==> config.mk <==
export PLATFORM = sky130hd
export DESIGN_NAME = hw_bkpt_unit
export DESIGN_NICKNAME = d
export VERILOG_FILES = /design/src/rtl/hw_bkpt_pkg.sv /design/src/rtl/hw_bkpt_cmd_rx.sv /design/src/rtl/hw_bkpt_table.sv /design/src/rtl/hw_bkpt_halt.sv /design/src/rtl/hw_bkpt_unit.sv
export SDC_FILE = /design/constraint.sdc
export NUM_CORES = 1
export LEC_CHECK = 0
export CAP_MARGIN = 20
export CORE_MARGIN = 2
export CORE_UTILIZATION = 60
export CTS_CLUSTER_DIAMETER = 50
export DETAILED_ROUTE_END_ITERATION = 6
export DONT_BUFFER_PORTS = 1
export GPL_TIMING_DRIVEN = 0
export PLACE_DENSITY = 0.76
export SYNTH_ARGS = -nofsm -noshare
export SYNTH_HDL_FRONTEND = slang
export SYNTH_SLANG_ARGS = --single-unit
==> constraint.sdc <==
create_clock -name clk_i -period 5.87 [get_ports clk_i]
set_input_delay 1.174 -clock clk_i [delete_from_list [all_inputs] [get_ports clk_i]]
set_output_delay 1.174 -clock clk_i [all_outputs]
set_load 0.02 [all_outputs]
==> src/rtl/hw_bkpt_pkg.sv <==
package hw_bkpt_pkg;
  localparam int unsigned BP_NUM      = 4;
  localparam int unsigned BP_ADDR_W   = 18;
  localparam int unsigned BP_IDX_W    = $clog2(BP_NUM);
  localparam int unsigned CMD_BYTE_W  = 8;
  localparam int unsigned CMD_BYTES   = 3;
  localparam int unsigned CMD_FRAME_W = CMD_BYTES * CMD_BYTE_W;
  localparam int unsigned CMD_HEAD_W  = CMD_FRAME_W - CMD_BYTE_W;
  localparam int unsigned CMD_CNT_W   = $clog2(CMD_BYTES + 1);
  localparam int unsigned CMD_EN_POS  = CMD_FRAME_W - 1 - BP_IDX_W;

  typedef struct packed {
    logic [BP_IDX_W-1:0]  idx;
    logic                 en;
    logic [BP_ADDR_W-1:0] addr;
  } bp_wr_t;
endpackage

==> src/rtl/hw_bkpt_cmd_rx.sv <==
module hw_bkpt_cmd_rx
  import hw_bkpt_pkg::*;
(
  input  logic                  clk_i,
  input  logic                  rst_ni,
  input  logic                  start_i,
  input  logic                  valid_i,
  input  logic [CMD_BYTE_W-1:0] byte_i,
  output logic                  wr_valid_o,
  output bp_wr_t                wr_o
);
  localparam logic [CMD_CNT_W-1:0] CntIdle = CMD_CNT_W'(CMD_BYTES);
  localparam logic [CMD_CNT_W-1:0] CntLast = CMD_CNT_W'(CMD_BYTES - 1);

  logic [CMD_CNT_W-1:0]   cnt_q, cnt_eff;
  logic [CMD_HEAD_W-1:0]  head_q;
  logic [CMD_FRAME_W-1:0] frame;
  logic                   take;
  logic                   spare_unused;

  // a start restarts the frame, including any byte arriving with it
  assign cnt_eff = start_i ? '0 : cnt_q;
  assign take    = valid_i && (cnt_eff != CntIdle);
  assign frame   = {head_q, byte_i};

  always_ff @(posedge clk_i or negedge rst_ni) begin
    if (!rst_ni) begin
      cnt_q  <= CntIdle;
      head_q <= '0;
    end else if (take) begin
      cnt_q  <= cnt_eff + 1'b1;
      head_q <= frame[CMD_HEAD_W-1:0];
    end else if (start_i) begin
      cnt_q  <= '0;
    end
  end

  assign wr_valid_o = take && (cnt_eff == CntLast);
  assign wr_o.idx   = frame[CMD_FRAME_W-1 -: BP_IDX_W];
  assign wr_o.en    = frame[CMD_EN_POS];
  assign wr_o.addr  = frame[BP_ADDR_W-1:0];

  assign spare_unused = ^frame[CMD_EN_POS-1:BP_ADDR_W];
endmodule

==> src/rtl/hw_bkpt_table.sv <==
module hw_bkpt_table
  import hw_bkpt_pkg::*;
(
  input  logic                 clk_i,
  input  logic                 rst_ni,
  input  logic                 wr_valid_i,
  input  bp_wr_t               wr_i,
  input  logic                 fetch_valid_i,
  input  logic [BP_ADDR_W-1:0] fetch_addr_i,
  output logic [BP_NUM-1:0]    hit_o
);
  for (genvar g = 0; g < BP_NUM; g++) begin : g_bp
    logic                 en_q;
    logic [BP_ADDR_W-1:0] addr_q;
    logic                 sel;

    assign sel = wr_valid_i && (wr_i.idx == BP_IDX_W'(g));

    always_ff @(posedge clk_i or negedge rst_ni) begin
      if (!rst_ni) begin
        en_q   <= 1'b0;
        addr_q <= '0;
      end else if (sel) begin
        en_q   <= wr_i.en;
        addr_q <= wr_i.addr;
      end
    end

    assign hit_o[g] = en_q && fetch_valid_i && (addr_q == fetch_addr_i);
  end
endmodule

==> src/rtl/hw_bkpt_halt.sv <==
module hw_bkpt_halt
  import hw_bkpt_pkg::*;
(
  input  logic                clk_i,
  input  logic                rst_ni,
  input  logic [BP_NUM-1:0]   hit_i,
  input  logic                halt_cmd_i,
  output logic                halt_req_o,
  output logic [BP_IDX_W-1:0] match_idx_o,
  output logic                halt_cause_o
);
  logic                any_hit;
  logic [BP_IDX_W-1:0] first_idx;

  // lowest index wins
  always_comb begin
    first_idx = '0;
    for (int i = BP_NUM - 1; i >= 0; i--) begin
      if (hit_i[i]) first_idx = BP_IDX_W'(i);
    end
  end

  assign any_hit = |hit_i;

  always_ff @(posedge clk_i or negedge rst_ni) begin
    if (!rst_ni) begin
      halt_req_o   <= 1'b0;
      match_idx_o  <= '0;
      halt_cause_o <= 1'b0;
    end else begin
      halt_req_o <= any_hit;
      if (any_hit) begin
        match_idx_o  <= first_idx;
        halt_cause_o <= 1'b1;
      end else if (halt_cmd_i) begin
        halt_cause_o <= 1'b0;
      end
    end
  end
endmodule

==> src/rtl/hw_bkpt_unit.sv <==
module hw_bkpt_unit
  import hw_bkpt_pkg::*;
(
  input  logic                  clk_i,
  input  logic                  rst_ni,
  input  logic                  cmd_start_i,
  input  logic                  cmd_valid_i,
  input  logic [CMD_BYTE_W-1:0] cmd_byte_i,
  input  logic                  fetch_valid_i,
  input  logic [BP_ADDR_W-1:0]  fetch_addr_i,
  input  logic                  halt_cmd_i,
  output logic                  halt_req_o,
  output logic [BP_IDX_W-1:0]   match_idx_o,
  output logic                  halt_cause_o
);
  logic              bp_wr_valid;
  bp_wr_t            bp_wr;
  logic [BP_NUM-1:0] bp_hit;

  hw_bkpt_cmd_rx i_cmd_rx (
    .clk_i      (clk_i),
    .rst_ni     (rst_ni),
    .start_i    (cmd_start_i),
    .valid_i    (cmd_valid_i),
    .byte_i     (cmd_byte_i),
    .wr_valid_o (bp_wr_valid),
    .wr_o       (bp_wr)
  );

  hw_bkpt_table i_table (
    .clk_i         (clk_i),
    .rst_ni        (rst_ni),
    .wr_valid_i    (bp_wr_valid),
    .wr_i          (bp_wr),
    .fetch_valid_i (fetch_valid_i),
    .fetch_addr_i  (fetch_addr_i),
    .hit_o         (bp_hit)
  );

  hw_bkpt_halt i_halt (
    .clk_i        (clk_i),
    .rst_ni       (rst_ni),
    .hit_i        (bp_hit),
    .halt_cmd_i   (halt_cmd_i),
    .halt_req_o   (halt_req_o),
    .match_idx_o  (match_idx_o),
    .halt_cause_o (halt_cause_o)
  );
endmodule

==> results of run 1 <==
==> kinds of logic (layout without fill, tap and decap cells) <==
logic type               count (synthesis)  count (layout)  synth area share
flip-flops                              95              95             0.539
AND/OR/NAND/NOR                         83              83            0.0961
multiplexers                            76              76             0.194
XOR/XNOR                                73              73             0.145
buffers and inverters                   10              25            0.0125
AO/OA/AOI/OAI                            5               5           0.00765
adder cells (fa/ha/maj)                  2               2           0.00567
==> per-layer routing <==
layer	up-vias	GRT usage
li1	1191	-
met1	1341	0.327
met2	48	0.422
met3	17	0.0528
met4	0	0.105
met5	-	0
==> flip-flops by register name, indices dropped and copies added (netlist names) <==
register             count
i_cmd_rx.cnt_q           2
i_cmd_rx.head_q         13
i_halt.halt_cause_o      1
i_halt.halt_req_o        1
i_halt.match_idx_o       2
i_table.g_bp.addr_q     72
i_table.g_bp.en_q        4
==> layout make-up <==
| type | count | share of cell area |
|---|---|---|
| clock inverter | 4 | 0.0200 |
| inverter | 1 | 0.000788 |
| buffer | 9 | 0.0108 |
| multi-input combinational | 239 | 0.415 |
| clock buffer | 11 | 0.0276 |
| sequential | 95 | 0.500 |
| tap | 99 | 0.0260 |
==> report_power, final <==
group / switching [µW] / leakage [µW] / internal (µW)
Clock: 218 / 0.000113 / 281
Combinational: 142 / 0.00101 / 183
Sequential: 109 / 0.00126 / 811
Total: 470 / 0.00238 / 1270
==> through the flow <==
step                instance area, µm²  power [µW]
global route                      4760        1820
CTS                               4760        1750
detailed placement                4540        1250
finish                            4760        1740
global placement                  4540        1230
floorplan                         4410        1160
==> cells in the mapped netlist (2+ instances only) <==
cell	n
dfstp_2	2
nor2_1	3
nand2b_1	4
buf_2	2
mux2_2	76
nor4_1	18
xnor2_1	4
nor2b_1	2
buf_4	4
nand2_1	44
nand2_2	2
xor2_1	69
ha_1	2
clkbuf_1	3
dfrtp_1	93
nand4_1	4
==> how the worst min path moves through the flow <==
stage,end,slack (ns),start
6_report,i_table.g_bp[2].addr_q[7],0.49,rst_ni
5_1_grt,i_table.g_bp[0].addr_q[16],0.48,rst_ni
4_1_cts,i_halt.match_idx_o[0],0.49,rst_ni
3_5_place_dp,i_table.g_bp[1].en_q,0.49,i_table.g_bp[1].en_q
3_3_place_gp,i_table.g_bp[1].en_q,0.49,i_table.g_bp[1].en_q
2_1_floorplan,i_table.g_bp[3].en_q,0.48,i_table.g_bp[3].en_q
==> results.txt, run 1 <==
----------------------------------------------------
[Run status]
  Result of the run ... complete, no violations

[Die]
  Initial Utilization ... 0.615
  Site row count ... 31
  Chip Height ... 89.8 µm
  Count of pins on the block boundary ... 36
  Core region area ... 7180 µm²
  Total Die Area ... 8060 µm²
  Floorplan die width ... 89.8 µm

[Layout]
  Final standard cell count with taps included and fillers excluded ... 458
  Multi-input combinational cell area ... 1980 µm²
  Net count, final ... 389
  Fin util ... 0.664
  Most frequent standard cell in the layout excluding fill and tap cells ... dfrtp_1
  Fill cell count ... 554
  Area taken by flip-flops and latches ... 2380 µm²
  Layout cells sized above 1 ... 0.287
  # diodes ... 0
  Growth of design area from synthesis to finish ... 7.94%
  Commonest cells after routing, fill and taps aside ... dfrtp_1, mux2_2, xor2_1

[Setup path]
  Sum of buffers and inverters on the critical path ... 3
  Arrival time at the worst endpoint ... 3.16 ns
  Cell chain of the critical path ... nand2b_1 > inv_1 > ha_1 > nor2b_1 > buf_4 > nand2_2 > nor3_4 > buf_4 > mux2_2
  Most frequent CP cell ... buf_4
  Cell count along the critical path ... 9
  Slowest library cell on the worst path ... nor3_4
  Reg-to-reg endpoint ... i_table.g_bp[1].addr_q[14]
  Setup crit end kind ... flop
  Worst R2R Setup Slack ... 3.39 ns
  CP Class ... in -> reg
  Highest cell delay on the worst timing path ... 0.52 ns
  Worst Path Max Fanout ... 10
  Register-to-Register Path Depth ... 9
  Req. time, crit path ... 6.11 ns
  Beginning of the worst register-to-register path ... i_cmd_rx.cnt_q[1]
  Crit path launch ... cmd_start_i
  Family of cells with the greatest summed delay on the critical path ... simple AND/OR/NAND/NOR gates
  Worst setup endpoint ... i_table.g_bp[0].addr_q[12]
  Startpoint kind of the worst setup timing path ... input pin

[Clock network]
  Number of sinks handled by clock tree synthesis ... 95
  Num CTS Buffers ... 9
  Maximum level of the CTS H-tree ... 3
  Setup Buffers After CTS ... 0
  Reg clk slew, reported paths ... 0.09 ns
  Clock Path Buffers ... 2
  Hold buffers post-CTS ... 0
  CTS root buf ... clkbuf_8
  Clock tree from TritonCTS ... built
  Clock insertion delay at the later pin of the skew report ... 0.36 ns
  Gates resized, CTS repair ... 0

[Synth]
  Main area contributors after synthesis ... dfrtp_1, mux2_2, xor2_1, nand2_1, nor4_1
  Fraction of registers with async set or reset after synthesis ... 1.00
  Yosys top cell area share ... 0.527
  Number of cells produced by synthesis ... 344
  Post-synth cell types ... 28
  Mapped Nets ... 378
  Post-synth EDFFs ... 0
  Number of warning messages in the yosys log ... 0
  Cell Area, Synth ... 4410 µm²
  Sequential area share after synthesis ... 0.539
  Leading area contributor after synthesis ... dfrtp_1
  Yosys reg bits ... 95
  Mean Syn Cell Area ... 12.8 µm²
  Prevailing post-synth register cell ... dfrtp_1

[Global routing]
  Overflow left after global routing ... 0
  Pin count of the biggest net entering global routing ... 96
  Vias in the first global route ... 2,816
  First-pass GRT wire length ... 15.3 mm
  GRT Total Usage ... 0.254
  Initial antenna violation count ... 0

[Timing]
  Setup slack of the critical path after layout ... 2.95 ns
  Hold violation count in the final report ... 0
  Final worst path period share ... 0.497
  Pins Over Slew Limit ... 0
  Setup repair after global routing missed its margin ... no
  Maximum clock frequency ... 0.343 GHz
  Actual transition at the worst max-transition pin ... 0.662 ns
  Tightest hold margin ... 0.494 ns
  Worst Clk Skew ... 0.00780 ns
  Post-Route Setup TNS ... 0 ns
  Final setup violating endpoints ... 0
  Min Tclk post-route ... 2.92 ns
  Relative slew slack ... 0.557

[Route]
  Max layer used ... met4
  Average vias per placed instance ... 5.67
  Initial DRT Pass Iterations ... 4
  Detailed Route WL ... 9.72 mm
  Met3 wire len ... 379 µm
  # DRC ... 0
  Via Count ... 2,597
  Routed length on met2 ... 4.83 mm
  Met1 WL ... 4.30 mm
  Residual antenna-violating net count after detailed routing ... 0
  Routed wirelength normalized by instance count ... 21.2 µm
  DRC violation total after the first TritonRoute iteration ... 142

[Placement]
  Cell count after placement ... 443
  Port Buffer Count ... 0
  Setup Slack @ Placement ... 2.56 ns
  DP Wirelength ... 6.73 mm
  Last weighted congestion value of the routability-driven placer ... 0.838

[Job]
  Number of violations of the max-capacitance limit ... 0

[Power]
  Max IR drop VDD ... 0.170 mV
  Power density of the placed cells ... 366 nW/µm²
  Cell leakage power ... 0.00238 µW

[Worst hold path]
  Worst min-delay path class ... in -> async

----------------------------------------------------
Power figures use the tool's default switching activity.
==> run 2: changes to the inputs <==
==> constraint.sdc (replaced) <==
create_clock -name clk_i -period 2.9 [get_ports clk_i]
set_input_delay 0.58 -clock clk_i [delete_from_list [all_inputs] [get_ports clk_i]]
set_output_delay 0.58 -clock clk_i [all_outputs]
set_load 0.02 [all_outputs]
==> results.txt, run 2 (synthesis results as in run 1) <==
----------------------------------------------------
[Layout]
  Fin util ... 0.668 (+0.00384)
  Net count, final ... 390 (+0.26%)
  Most frequent standard cell in the layout excluding fill and tap cells ... dfrtp_1
  Largest registers ranked by flip-flop count ... i_table.g_bp.addr_q x72, i_cmd_rx.head_q x13, i_table.g_bp.en_q x4
  Commonest cells after routing, fill and taps aside ... dfrtp_1, mux2_2, xor2_1
  Layout cells sized above 1 ... 0.289 (+0.00198)
  # diodes ... 0 (unchanged)
  Flip-flop count of the largest register after layout ... 72 (unchanged)
  Growth of design area from synthesis to finish ... 8.56%
  Register bank with the most flops ... i_table.g_bp.addr_q

[Setup path]
  Setup crit end kind ... flop
  Arrival time at the worst endpoint ... 2.74 ns (-0.42 ns)
  Highest cell delay on the worst timing path ... 0.53 ns (about the same)
  Worst Path Max Fanout ... 10 (unchanged)
  Slowest library cell on the worst path ... dfstp_2
  Req. time, crit path ... 3.15 ns (-2.96 ns)
  CP Class ... reg -> reg
  Cell chain of the critical path ... nor2b_1 > ha_1 > nor2b_1 > buf_4 > nand2_2 > nor2_1 > nand2_2 > buf_2 > mux2_2
  Startpoint kind of the worst setup timing path ... flop

[Die]
  Floorplan die width ... 89.8 µm (unchanged)
  Site row count ... 31 (unchanged)
  Initial Utilization ... 0.615 (unchanged)
  Total Die Area ... 8060 µm² (unchanged)
  Core region area ... 7180 µm² (unchanged)
  Chip Height ... 89.8 µm (unchanged)
  Count of pins on the block boundary ... 36 (unchanged)

[Route]
  Routed wirelength normalized by instance count ... 21.4 µm (+0.90%)
  Initial DRT Pass Iterations ... 4 (unchanged)
  Via Count ... 2,650 (+2.0%)
  DRC violation total after the first TritonRoute iteration ... 134 (-5.6%)
  Detailed Route WL ... 9.83 mm (+1.1%)
  Average vias per placed instance ... 5.77 (+1.8%)
  # DRC ... 0 (unchanged)
  Residual antenna-violating net count after detailed routing ... 0 (unchanged)

[Timing]
  Post-Route Setup TNS ... 0 ns (unchanged)
  Setup repair after global routing missed its margin ... no
  Final worst path period share ... 0.860
  Hold violation count in the final report ... 0 (unchanged)
  Worst Clk Skew ... 0.00950 ns (+0.00170 ns)
  Actual transition at the worst max-transition pin ... 0.673 ns (+0.0116 ns)
  Min Tclk post-route ... 2.49 ns
  Pins Over Slew Limit ... 0 (unchanged)
  Relative slew slack ... 0.550 (-0.00777)
  Final setup violating endpoints ... 0 (unchanged)
  Maximum clock frequency ... 0.401 GHz

[Clock network]
  Hold buffers post-CTS ... 1 (+1)
  Gates resized, CTS repair ... 0 (unchanged)
  Clock Path Buffers ... 2 (unchanged)
  Num CTS Buffers ... 9 (unchanged)
  Maximum level of the CTS H-tree ... 3 (unchanged)
  Number of sinks handled by clock tree synthesis ... 95 (unchanged)
  Clock insertion delay at the later pin of the skew report ... 0.36 ns (about the same)
  Clock tree from TritonCTS ... built
  Reg clk slew, reported paths ... 0.09 ns (about the same)
  Setup Buffers After CTS ... 0 (unchanged)
  CTS root buf ... clkbuf_8

[Power]
  Cell leakage power ... 0.00239 µW (+0.53%)
  Max IR drop VDD ... 0.344 mV (+100%)
  Power density of the placed cells ... 744 nW/µm² (+100%)

[Global routing]
  Pin count of the biggest net entering global routing ... 94 (-2.1%)
  Vias in the first global route ... 2,819 (+0.11%)
  GRT Total Usage ... 0.255 (+0.00165)
  Overflow left after global routing ... 0 (unchanged)
  Initial antenna violation count ... 0 (unchanged)
  First-pass GRT wire length ... 15.4 mm (+0.45%)

[Placement]
  Port Buffer Count ... 0 (unchanged)
  Last weighted congestion value of the routability-driven placer ... 0.838 (unchanged)
  DP Wirelength ... 6.73 mm (unchanged)

[Run status]
  Result of the run ... complete, no violations

[Worst hold path]
  Worst min-delay path class ... in -> async

[Job]
  Number of violations of the max-capacitance limit ... 0 (unchanged)

----------------------------------------------------
[run 2: changes by cell type in the layout (fill, tap and decap cells not counted)]
| cell | change |
|---|---|
| buf_16 | +1 |
[run 2: worst paths after layout]
| path | startpoint | to | slack [ns] | cells past startpoint |
|---|---|---|---|---|
| hold / removal | rst_ni | i_cmd_rx.cnt_q[1] | 0.05 | 0 |
| setup reg to reg | i_cmd_rx.cnt_q[1] | i_table.g_bp[1].addr_q[14] | 0.41 | 9 |
| min in group clk_i | cmd_byte_i[1] | i_cmd_rx.head_q[1] | 0.32 | 2 |
| max in group asynchronous | rst_ni | i_table.g_bp[2].addr_q[0] | 2.39 | 1 |
| hold reg to reg | i_table.g_bp[1].en_q | i_table.g_bp[1].en_q | 0.51 | 1 |
| setup / recovery | i_cmd_rx.cnt_q[1] | i_table.g_bp[1].addr_q[14] | 0.41 | 9 |
[run 2: worst max-delay path, delay by kind of cell (launching register included)]
family	cells	cell delay, ns
simple gates	5	0.75
flops	1	0.53
buf+inv	2	0.52
mux	1	0.38
fa+ha+maj	1	0.20
[run 2: through the flow]
stage	cells	power (µW)	hold slack (ns)	setup slack (ns)	area (µm²)
2_1_floorplan	344	2340	0.284	0.613	4410
3_3_place_gp	443	2490	0.287	0.253	4540
3_5_place_dp	443	2530	0.287	0.188	4540
4_1_cts	459	3580	0.0447	0.436	4790
5_1_grt	459	3720	0.0342	0.332	4790
6_report	459	3570	0.0507	0.407	4790
[run 2: final cells by class]
type / count / area, µm²
sequential: 95 / 2380
timing repair buffer: 1 / 27.5
multi-input combinational: 239 / 1980
buffer: 9 / 51.3
tap: 99 / 124
fill: 552 / 2380
clock buffer: 11 / 131
clock inverter: 4 / 95.1
inverter: 1 / 3.75
[run 2: power by group]
part	leakage, µW	internal, µW	total [µW]	switching (µW)
logic	0.00102	374	687	313
clock network	0.000113	568	1020	450
registers	0.00126	1640	1860	221
[run 2: per-layer routing]
metal / global-route usage / share of wire / wire, µm
met4: 0.105 / 0.023 / 231
met3: 0.0520 / 0.036 / 354
met2: 0.420 / 0.49 / 4820
met5: 0 / 0 / 0
met1: 0.334 / 0.45 / 4430
==> run 3: changes to the inputs <==
--- a/config.mk
+++ b/config.mk
@@ -6,13 +6,15 @@
 export NUM_CORES = 1
 export LEC_CHECK = 0
 export CAP_MARGIN = 20
+export CELL_PAD_IN_SITES_DETAIL_PLACEMENT = 2
+export CELL_PAD_IN_SITES_GLOBAL_PLACEMENT = 2
 export CORE_MARGIN = 2
-export CORE_UTILIZATION = 60
+export CORE_UTILIZATION = 40
 export CTS_CLUSTER_DIAMETER = 50
 export DETAILED_ROUTE_END_ITERATION = 6
 export DONT_BUFFER_PORTS = 1
 export GPL_TIMING_DRIVEN = 0
-export PLACE_DENSITY = 0.76
+export PLACE_DENSITY_LB_ADDON = 0.1
 export SYNTH_ARGS = -nofsm -noshare
 export SYNTH_HDL_FRONTEND = slang
 export SYNTH_SLANG_ARGS = --single-unit
==> constraint.sdc (replaced) <==
create_clock -name clk_i -period 2.1 [get_ports clk_i]
set_input_delay 0.42 -clock clk_i [delete_from_list [all_inputs] [get_ports clk_i]]
set_output_delay 0.42 -clock clk_i [all_outputs]
set_load 0.02 [all_outputs]
==> results.txt, run 3 (synthesis results as in run 1) <==
----------------------------------------------------
[Run status]
  Result of the run ... complete, but fails checks
  Failing checks ... negative hold slack

[Power]
  Pwr Total ... 4950 µW (+39%)
  Relative contribution of sequential cells to total power ... 0.522 (about the same)
  Switching power share of the total ... 0.285 (+0.00925)
  Part of the power in combinational logic ... 0.196 (+0.003)
  Pint ... 3540 µW (+37%)
  Max IR drop VDD ... 0.472 mV (+37%)
  Cell leakage power ... 0.00250 µW (+4.5%)
  Clk network pwr share ... 0.282 (-0.003)
  Power density of the placed cells ... 978 nW/µm² (+31%)
  Net switching power of the design ... 1410 µW (+44%)

[Die]
  Initial Utilization ... 0.409 (-0.206)
  Chip Height ... 109 µm (+21%)
  Count of pins on the block boundary ... 36 (unchanged)
  Core region area ... 10,800 µm² (+50%)
  Site row count ... 38 (+23%)
  Total Die Area ... 11,900 µm² (+48%)
  Floorplan die width ... 109 µm (+21%)

[Clock network]
  Clock tree from TritonCTS ... built
  Num CTS Buffers ... 9 (unchanged)
  Reg clk slew, reported paths ... 0.09 ns (about the same)
  Maximum level of the CTS H-tree ... 3 (unchanged)
  CTS root buf ... clkbuf_8
  Number of sinks handled by clock tree synthesis ... 95 (unchanged)
  Clock insertion delay at the later pin of the skew report ... 0.37 ns (about the same)
  Clock Path Buffers ... 2 (unchanged)

[Timing]
  Maximum clock frequency ... 0.494 GHz (+23%)
  Setup slack of the critical path after layout ... 0.0755 ns (-0.331 ns)
  Hold violation count in the final report ... 95 (+95)
  Tightest hold margin ... -0.265 ns (-0.315 ns)
  Relative slew slack ... 0.545 (-0.00488)
  Min Tclk post-route ... 2.02 ns (-0.469 ns)
  Worst Clk Skew ... 0.00703 ns (-0.00248 ns)
  Final worst path period share ... 0.964 (+0.104)
  Pins Over Slew Limit ... 0 (unchanged)
  Final setup violating endpoints ... 0 (unchanged)
  Actual transition at the worst max-transition pin ... 0.677 ns (+0.00327 ns)

[Route]
  # DRC ... 0 (unchanged)
  Average vias per placed instance ... 5.30 (-8.2%)
  Detailed Route WL ... 12.0 mm (+22%)
  Initial DRT Pass Iterations ... 4 (unchanged)
  DRC violation total after the first TritonRoute iteration ... 97 (-28%)
  Via Count ... 2,708 (+2.2%)
  Routed wirelength normalized by instance count ... 23.5 µm (+9.8%)
  Residual antenna-violating net count after detailed routing ... 0 (unchanged)

[Layout]
  # diodes ... 0 (unchanged)
  Growth of design area from synthesis to finish ... 14.8%
  Layout cells sized above 1 ... 0.332 (+0.0426)
  Net count, final ... 400 (+2.6%)
  Fill cell count ... 1,067 (+93%)
  Final standard cell count with taps included and fillers excluded ... 511 (+11%)
  Commonest cells after routing, fill and taps aside ... dfrtp_1, mux2_2, xor2_1
  Fin util ... 0.469 (-0.198)
  Largest registers ranked by flip-flop count ... i_table.g_bp.addr_q x72, i_cmd_rx.head_q x13, i_table.g_bp.en_q x4
  Flip-flop count of the largest register after layout ... 72 (unchanged)
  Most frequent standard cell in the layout excluding fill and tap cells ... dfrtp_1
  Register bank with the most flops ... i_table.g_bp.addr_q

[Global routing]
  Met1 capacity usage during global routing ... 0.283 (-0.0510)
  GRT Total Usage ... 0.216 (-0.0393)
  Global-route track usage on met2 ... 0.358 (-0.0620)
  Initial antenna violation count ... 0 (unchanged)
  Fraction of met3 tracks used by global routing ... 0.0383 (-0.0137)
  Vias in the first global route ... 3,064 (+8.7%)
  Pin count of the biggest net entering global routing ... 96 (+2.1%)
  Overflow left after global routing ... 0 (unchanged)
  First-pass GRT wire length ... 18.1 mm (+18%)
  GRT Max-Usage Layer ... met2

[Placement]
  DP Wirelength ... 8.35 mm (+24%)
  Last weighted congestion value of the routability-driven placer ... 0.769 (-8.2%)
  Cell count after placement ... 484 (+9.3%)
  Setup Slack @ Placement ... -0.446 ns (-0.633 ns)
  Port Buffer Count ... 0 (unchanged)

[Job]
  Number of violations of the max-capacitance limit ... 0 (unchanged)

[Setup path]
  Beginning of the worst register-to-register path ... i_cmd_rx.cnt_q[1]
  Worst Path Max Fanout ... 10 (unchanged)
  Crit path launch ... i_cmd_rx.cnt_q[1]
  Arrival time at the worst endpoint ... 2.28 ns (-0.46 ns)
  CP Class ... reg -> reg
  Startpoint kind of the worst setup timing path ... flop
  Setup crit end kind ... flop
  Req. time, crit path ... 2.36 ns (-0.79 ns)

[Worst hold path]
  Worst min-delay path class ... in -> async

----------------------------------------------------
## run 3: layer usage
| metal | vias to the layer above | wire (µm) |
|---|---|---|
| met5 | - | 0 |
| met4 | 0 | 150 |
| met3 | 10 | 414 |
| met2 | 33 | 6020 |
| met1 | 1449 | 5440 |
| li1 | 1216 | - |
## run 3: critical path, stage by stage, from the launching register on
cell and delay, ns:
dfstp_2 0.54, nor2b_4 0.18, ha_2 0.19, nor2b_1 0.04, buf_4 0.16, nand2_4 0.10
nor2_1 0.08, nand2_4 0.13, buf_12 0.15, mux2_2 0.34
## run 3: metrics by stage
| step | TNS, ns | area (µm²) |
|---|---|---|
| 2_1_floorplan | 0 | 4430 |
| 3_3_place_gp | -15.04 | 4600 |
| 3_5_place_dp | -16.75 | 4600 |
| 4_1_cts | -0.00892 | 4920 |
| 5_1_grt | -0.0153 | 5060 |
| 6_report | 0 | 5060 |
## run 3: cell type report
| cell class | instances | area (µm²) | share of cell area |
|---|---|---|---|
| clock inverter | 3 | 65.1 | 0.0128 |
| inverter | 1 | 3.75 | 0.000741 |
| timing repair buffer | 11 | 138 | 0.0272 |
| sequential | 95 | 2380 | 0.470 |
| tap | 140 | 175 | 0.0346 |
| clock buffer | 13 | 159 | 0.0314 |
| multi-input combinational | 239 | 2050 | 0.405 |
| buffer | 9 | 93.8 | 0.0185 |
## run 3: power groups by stage
stage	combinational (µW)	sequential, µW	clock (µW)
2_1_floorplan	711	2530	0
3_3_place_gp	903	2590	0
3_5_place_dp	938	2630	0
4_1_cts	958	2590	1430
5_1_grt	1080	2650	1480
6_report	973	2590	1400
## run 3: what timing repair did
action                                 CTS  global route
setup endpoints to repair               58            57
endpoints found under the hold margin   95            95
pin swaps                                1             3
setup buffers                            5             4
gates resized for setup                 10            15
cloned                                   0             2
## run 3: worst paths after layout
| kind | cells past startpoint | to | slack [ns] |
|---|---|---|---|
| setup reg to reg | 9 | i_table.g_bp[1].addr_q[14] | 0.08 |
| hold reg to reg | 1 | i_table.g_bp[3].en_q | 0.53 |
| setup / recovery | 9 | i_table.g_bp[1].addr_q[14] | 0.08 |
| min in group clk_i | 2 | i_cmd_rx.head_q[5] | 0.16 |
| max in group asynchronous | 0 | i_cmd_rx.cnt_q[0] | 2.18 |
| hold / removal | 0 | i_table.g_bp[3].addr_q[15] | -0.26 |
